==> src/rtl/idwt_col_pkg.sv <==
package idwt_col_pkg;
   localparam int NUM_PHASE = 4;
   localparam int INTRA_SLOTS = 8;
   localparam int SLOT_W = 3;
   typedef enum logic {PATH_H = 1'b0, PATH_L = 1'b1} path_e;
endpackage

==> src/rtl/idwt_col_mac.sv <==
module idwt_col_mac #(
   parameter int W      = 16,
   parameter int FRAC   = 8,
   parameter int LO_TAP = 0,
   parameter int HI_TAP = 0
) (
   input  logic signed [W-1:0] lo,
   input  logic signed [W-1:0] hi,
   output logic signed [W-1:0] term
);
   localparam logic signed [W-1:0] LT = W'(LO_TAP);
   localparam logic signed [W-1:0] HT = W'(HI_TAP);

   logic signed [2*W-1:0] p_lo, p_hi, s_lo, s_hi;

   // reduced-width products: full product, scale back, keep low W bits
   assign p_lo = $signed({{W{lo[W-1]}}, lo}) * $signed({{W{LT[W-1]}}, LT});
   assign p_hi = $signed({{W{hi[W-1]}}, hi}) * $signed({{W{HT[W-1]}}, HT});
   assign s_lo = p_lo >>> FRAC;
   assign s_hi = p_hi >>> FRAC;
   assign term = s_lo[W-1:0] + s_hi[W-1:0];
endmodule

==> src/rtl/idwt_col_store.sv <==
module idwt_col_store
   import idwt_col_pkg::*;
#(
   parameter int W = 16,
   parameter int N = 16,
   parameter int D = 3,
   localparam int LVW  = (D > 1) ? $clog2(D) : 1,
   localparam int IDXW = $clog2(N)
) (
   input  logic                clk,
   input  logic                rst_n,
   input  logic                wr_en,
   input  logic                intra_rd,
   input  logic                intra_wr,
   input  logic [SLOT_W-1:0]   slot,
   input  logic [LVW-1:0]      lvl,
   input  logic [IDXW-1:0]     idx,
   input  logic signed [W-1:0] new_e,
   input  logic signed [W-1:0] new_o,
   output logic signed [W-1:0] prior_e,
   output logic signed [W-1:0] prior_o
);
   logic [W-1:0] ia_e [INTRA_SLOTS];
   logic [W-1:0] ia_o [INTRA_SLOTS];
   logic [W-1:0] lv_e [D];
   logic [W-1:0] lv_o [D];
   logic [W-1:0] inter_e, inter_o;

   always_ff @(posedge clk) begin
      if (!rst_n) begin
         for (int s = 0; s < INTRA_SLOTS; s++) begin
            ia_e[s] <= '0;
            ia_o[s] <= '0;
         end
      end else if (wr_en && intra_wr) begin
         ia_e[slot] <= new_e;
         ia_o[slot] <= new_o;
      end
   end

   for (genvar l = 0; l < D; l++) begin : g_lvl
      localparam int DEP = N >> (D - 1 - l);
      localparam int AW  = (DEP > 1) ? $clog2(DEP) : 1;
      logic [W-1:0] row_e [DEP];
      logic [W-1:0] row_o [DEP];
      logic         hit;
      assign hit = (int'(lvl) == l) && (int'(idx) < DEP);

      always_ff @(posedge clk) begin
         if (!rst_n) begin
            for (int k = 0; k < DEP; k++) begin
               row_e[k] <= '0;
               row_o[k] <= '0;
            end
         end else if (wr_en && !intra_wr && hit) begin
            row_e[idx[AW-1:0]] <= new_e;
            row_o[idx[AW-1:0]] <= new_o;
         end
      end

      assign lv_e[l] = hit ? row_e[idx[AW-1:0]] : '0;
      assign lv_o[l] = hit ? row_o[idx[AW-1:0]] : '0;
   end

   always_comb begin
      inter_e = '0;
      inter_o = '0;
      for (int l = 0; l < D; l++) begin
         inter_e = inter_e | lv_e[l];
         inter_o = inter_o | lv_o[l];
      end
   end

   assign prior_e = intra_rd ? ia_e[slot] : inter_e;
   assign prior_o = intra_rd ? ia_o[slot] : inter_o;
endmodule

==> src/rtl/idwt_col_pipe.sv <==
module idwt_col_pipe #(
   parameter int WIDTH  = 8,
   parameter int STAGES = 2
) (
   input  logic             clk,
   input  logic             rst_n,
   input  logic             in_vld,
   input  logic [WIDTH-1:0] in_dat,
   output logic             out_vld,
   output logic [WIDTH-1:0] out_dat
);
   logic             v [STAGES];
   logic [WIDTH-1:0] d [STAGES];

   for (genvar s = 0; s < STAGES; s++) begin : g_stage
      logic             src_v;
      logic [WIDTH-1:0] src_d;
      if (s == 0) begin : g_head
         assign src_v = in_vld;
         assign src_d = in_dat;
      end else begin : g_body
         assign src_v = v[s-1];
         assign src_d = d[s-1];
      end
      always_ff @(posedge clk) begin
         if (!rst_n) begin
            v[s] <= 1'b0;
            d[s] <= '0;
         end else begin
            v[s] <= src_v;
            if (src_v) d[s] <= src_d;
         end
      end
   end

   assign out_vld = v[STAGES-1];
   assign out_dat = d[STAGES-1];
endmodule

==> src/rtl/idwt_col_synth.sv <==
module idwt_col_synth
   import idwt_col_pkg::*;
#(
   parameter int W           = 16,
   parameter int FRAC        = 8,
   parameter int N           = 16,
   parameter int D           = 3,
   parameter int TAP_LO [4]  = '{192, 256, 64, -32},
   parameter int TAP_HI [4]  = '{-96, 160, 32, 48},
   localparam int LVW  = (D > 1) ? $clog2(D) : 1,
   localparam int COLW = $clog2(N) - 1
) (
   input  logic                clk,
   input  logic                rst_n,
   input  logic                in_vld,
   input  logic signed [W-1:0] in_lo,
   input  logic signed [W-1:0] in_hi,
   input  logic                in_path,
   input  logic [LVW-1:0]      in_lvl,
   input  logic [COLW-1:0]     in_col,
   input  logic [2:0]          in_slot,
   input  logic                in_rd_intra,
   input  logic                in_wr_intra,
   input  logic                in_first,
   output logic                out_vld,
   output logic signed [W-1:0] out_even,
   output logic signed [W-1:0] out_odd,
   output logic                out_path
);
   localparam int IDXW = COLW + 1;
   localparam int PW   = 2 * W + 1;

   if (FRAC >= W) begin : g_bad_frac
      $error("FRAC must be below W");
   end
   if (N % (1 << D) != 0 || N < 4) begin : g_bad_n
      $error("N must be a multiple of 2**D");
   end
   for (genvar t = 0; t < NUM_PHASE; t++) begin : g_tap_chk
      if (TAP_LO[t] >= (1 << (W-1)) || TAP_LO[t] < -(1 << (W-1)) ||
          TAP_HI[t] >= (1 << (W-1)) || TAP_HI[t] < -(1 << (W-1))) begin : g_bad_tap
         $error("tap does not fit W bits");
      end
   end

   logic signed [W-1:0] term [NUM_PHASE];
   logic signed [W-1:0] prior_e, prior_o, use_e, use_o, sum_e, sum_o;
   logic [PW-1:0]       pipe_out;

   // four phase units share the same coefficient pair
   for (genvar u = 0; u < NUM_PHASE; u++) begin : g_phase
      idwt_col_mac #(.W(W), .FRAC(FRAC), .LO_TAP(TAP_LO[u]), .HI_TAP(TAP_HI[u])) u_mac (
         .lo(in_lo), .hi(in_hi), .term(term[u]));
   end

   idwt_col_store #(.W(W), .N(N), .D(D)) u_store (
      .clk(clk), .rst_n(rst_n), .wr_en(in_vld),
      .intra_rd(in_rd_intra), .intra_wr(in_wr_intra), .slot(in_slot),
      .lvl(in_lvl), .idx({in_col, in_path}),
      .new_e(term[2]), .new_o(term[3]),
      .prior_e(prior_e), .prior_o(prior_o));

   assign use_e = in_first ? '0 : prior_e;
   assign use_o = in_first ? '0 : prior_o;
   assign sum_e = term[0] + use_e;
   assign sum_o = term[1] + use_o;

   idwt_col_pipe #(.WIDTH(PW), .STAGES(2)) u_pipe (
      .clk(clk), .rst_n(rst_n), .in_vld(in_vld),
      .in_dat({in_path, sum_o, sum_e}),
      .out_vld(out_vld), .out_dat(pipe_out));

   assign out_path = pipe_out[PW-1];
   assign out_odd  = pipe_out[2*W-1:W];
   assign out_even = pipe_out[W-1:0];
endmodule

==> config.mk <==
export PLATFORM = sky130hd
export DESIGN_NAME = idwt_col_synth
export DESIGN_NICKNAME = d
export VERILOG_FILES = /design/src/rtl/idwt_col_pkg.sv /design/src/rtl/idwt_col_mac.sv /design/src/rtl/idwt_col_store.sv /design/src/rtl/idwt_col_pipe.sv /design/src/rtl/idwt_col_synth.sv
export SDC_FILE = /design/constraint.sdc
export NUM_CORES = 2
export LEC_CHECK = 0
export BUFFER_PORTS_ARGS = -buffer_cell sky130_fd_sc_hd__buf_2
export CAP_MARGIN = 20
export CORE_MARGIN = 2
export CORE_UTILIZATION = 40
export DETAILED_ROUTE_END_ITERATION = 8
export HOLD_SLACK_MARGIN = 0.03
export PLACE_DENSITY = 0.59
export SYNTH_ARGS = -nofsm -noshare
export SYNTH_HDL_FRONTEND = slang
export SYNTH_SLANG_ARGS = --single-unit
==> constraint.sdc <==
create_clock -name clk -period 8.6 [get_ports clk]
set_input_delay 0.86 -clock clk [delete_from_list [all_inputs] [get_ports clk]]
set_output_delay 0.86 -clock clk [all_outputs]
set_load 0.03 [all_outputs]
==> impl_metrics.env <==
export IMPL_status="complete, no violations"
export IMPL_fmax_ghz=0.170
export IMPL_synthFlopType="edfxtp_1"
export IMPL_via_per_inst=5.79
export IMPL_synth_top_family_by_area="simple AND/OR/NAND/NOR gates"
export IMPL_routed_wl_um=178000
export IMPL_peakVddDrop_uv=183
export IMPL_ys_types=71
export IMPL_synth_xor_area_share_pct=1.65
export IMPL_row_count=138
export IMPL_dieArea_sq_mm=0.146
export IMPL_cts_root_buf="clkbuf_16"
export IMPL_via_count=36500
export IMPL_async_flop_share_pct=0
export IMPL_synthAdderAreaFrac_pct=5.62
export IMPL_die_width_um=382
export IMPL_grt_max_degree=77
export IMPL_place_congestion=0.928
export IMPL_yosysSeqAreaShare_pct=62.2
export IMPL_track_usage_pct=24.3
export IMPL_power_w=0.0153
export IMPL_io_pins=81
export IMPL_min_path_type="input port to flip-flop"
export IMPL_antenna_found_initial=6
export IMPL_synth_area_sq_mm=0.0571
export IMPL_ys_seq_elements=1184
export IMPL_clk_pin_slew_worst_paths_ns=0.06
export IMPL_post_synth_cell_area_avg_sq_um=13.2
export IMPL_clk_latency_ns=0.76
export IMPL_finalSetupViolations=0
export IMPL_grt_pass1_vias=35800
export IMPL_drv_cap=0
export IMPL_synth_compound_area_share_pct=5.04
export IMPL_cts_htree_levels=3
export IMPL_min_period_ns=5.89
export IMPL_skew_ns=0.0654
export IMPL_crit_path_max_incr_delay_ns=0.96
export IMPL_num_fill_cells=12600
export IMPL_cts_buffer_depth=3
export IMPL_arrival_ns=6.51
export IMPL_worstMarginPinSlew_ns=1.17
export IMPL_final_antenna_net_count=0
export IMPL_syn2layout_area_growth_pct=11.9
export IMPL_required_ns=9.22
export IMPL_cpMaxStageDelayCell="a221oi_1"
export IMPL_clock_sinks=1184
export IMPL_io_buffers=80
export IMPL_dpl_hpwl_um=107000
export IMPL_setup_tns_ns=0
export IMPL_drive_above_1_share_pct=17.2
export IMPL_path_max_fanout=63
export IMPL_cts_tree="yes"
export IMPL_post_cts_setup_buffer_count=0
export IMPL_ff_latch_area_sq_mm=0.0355
export IMPL_rsz0062_at_grt="no"
export IMPL_final_max_slew_viol_count=0
export IMPL_fin_crit_sh_pct=68.5
export IMPL_cellLeakagePower_nw=23.5
export IMPL_yosysWarnings=0
export IMPL_core_area_sq_mm=0.142
export IMPL_nNetsFinal=4594
export IMPL_synthCells=4321
export IMPL_cts_resized=0
export IMPL_worstSetupEndpointType="flip-flop"
export IMPL_power_density_mw_per_mm2=239
export IMPL_cp_top_family="compound AO/OA/AOI/OAI gates"
export IMPL_first_pass_iters=5
export IMPL_synth_mux_area_share_pct=11.1
export IMPL_drcViolationCount=0
export IMPL_gr_total_overflow=0
export IMPL_max_slew_margin_pct=22.2
export IMPL_drt_initial_drc_count=4537
export IMPL_initial_utilization_pct=40.3
export IMPL_synth_edf_count=1182
export IMPL_grt_pass1_wl_um=257000
export IMPL_cp_start_kind="input port"
export IMPL_syn_num_nets=4602
export IMPL_cp_cell_sequence="buf_8 -> buf_4 -> mux4_2 -> mux4_2 -> a221oi_1 -> nor2_1 -> a31oi_1 -> nor2_1 -> fa_1 -> ha_1 -> and3_1 -> nand2_1 -> o21ai_0 -> nand2_1 -> or4b_2 -> nand3_1"
export IMPL_synthSimpleGateAreaFrac_pct=11.2
export IMPL_avgRoutedWirePerCell_um=28.3
export IMPL_cts_buffers_inserted=118
export IMPL_finalHoldViolCount=0
export IMPL_rrSetupSlack_ns=3.49
export IMPL_hold_buffers=0
export IMPL_critPathKind="input port to flip-flop"
export IMPL_die_height_um=382
export IMPL_path_buf_inv=2
export IMPL_multi_input_area_sq_mm=0.0202
cells in the final DEF, fill, tap and decap left out, types with 10 or more instances in the layout:
master	n
fa_1	36
buf_2	75
and3_1	46
o21ai_0	85
mux2_2	20
o21bai_1	11
nor2_1	1210
nor2_2	30
clkbuf_16	118
mux2i_1	55
xor2_4	13
nor2b_1	19
xor2_1	22
nand2_1	118
xnor2_1	57
a211oi_1	35
nand2b_1	24
a21oi_1	84
mux4_2	246
nand3_1	23
buf_4	125
o221ai_1	13
nor3_1	37
clkinv_2	29
o21a_1	17
a221oi_1	16
o22a_1	12
o22ai_1	57
ha_1	196
clkbuf_1	16
inv_1	127
o21ai_1	10
clkinv_1	26
nand2_2	24
edfxtp_1	1182
a21o_1	28
metal layers:
metal	vias to the layer above	global-route usage, %	routed length [um]
met5	-	0	32
met4	6	9.94	7920
met3	286	3.62	14300
met2	1740	39.7	85200
met1	18800	32.6	70700
li1	15700	-	-
power by group:
group / switching (W) / leakage [nW] / internal [W]
registers: 0.000101 / 11.3 / 0.00671
clock network: 0.00227 / 1.89 / 0.00284
logic: 0.00237 / 10.3 / 0.000973
total: 0.00475 / 23.5 / 0.0105
state kept, by name, summed over array words and instances (netlist names):
signal,cells
u_store.g_lvl.row_e,420
u_store.g_lvl.row_o,448
u_store.ia_e,120
u_store.ia_o,128
u_pipe.d,66
u_pipe.v,2
metrics by stage:
step / util, % / hold WS [ns] / cells / cell area [sq um] / setup WS (ns)
3_5_place_dp: 42.4 / 0.546 / 6081 / 60100 / 2.17
4_1_cts: 45.1 / 0.502 / 6296 / 63900 / 2.94
6_report: 45.1 / 0.542 / 6300 / 63900 / 2.71
3_3_place_gp: 42.4 / 0.539 / 6080 / 60000 / 2.15
2_1_floorplan: - / 0.535 / 4321 / 57100 / 2.92
5_1_grt: 45.1 / 0.540 / 6299 / 63900 / 2.51
worst paths after layout:
| path | start | endpoint | cells past startpoint |
|---|---|---|---|
| hold reg to reg | u_pipe.d[0][19] | u_pipe.d[1][19] | 1 |
| setup reg to reg | u_store.g_lvl[2].row_e[6][3] | u_pipe.d[0][14] | 16 |
| setup / recovery | in_path | u_pipe.d[0][30] | 16 |
| hold / removal | rst_n | u_pipe.v[1] | 2 |
Yosys cell counts (24+ instances only):
library cell,number,area share [%]
nor2_1,1210,7.9
edfxtp_1,1182,62
clkbuf_1,283,1.9
mux4_2,246,9.7
ha_1,196,4.3
nand2_1,142,0.93
inv_1,127,0.83
o21ai_0,85,0.74
a21oi_1,84,0.74
xnor2_1,65,1.0
o22ai_1,57,0.62
mux2i_1,55,0.96
and3_1,46,0.50
fa_1,38,1.3
nor3_1,37,0.32
a211oi_1,35,0.46
xor2_1,35,0.54
buf_2,33,0.29
nand3_1,32,0.28
nor2_2,30,0.33
a21o_1,28,0.37
nand2b_1,24,0.26
cell type report:
type                            count  share of cell area (%)
Sequential cell                  1184                    55.6
Multi-Input combinational cell   2672                    31.7
Clock buffer                      140                    4.84
Tap cell                         1890                    3.70
Timing Repair Buffer              209                    2.32
Clock inverter                     75                    1.13
Inverter                          128                   0.752
Antenna cell                        2                 0.00783
logic make-up (layout without fill, tap and decap cells):
group                    Yosys count  count (layout)
XOR/XNOR                         103             103
AO/OA/AOI/OAI                    433             433
multiplexers                     322             322
AND/OR/NAND/NOR                 1580            1580
other                              0               2
buffers and inverters            465             552
adder cells (fa/ha/maj)          234             234
flip-flops                      1184            1184
Note: power is estimated with default switching activity, not from simulation.
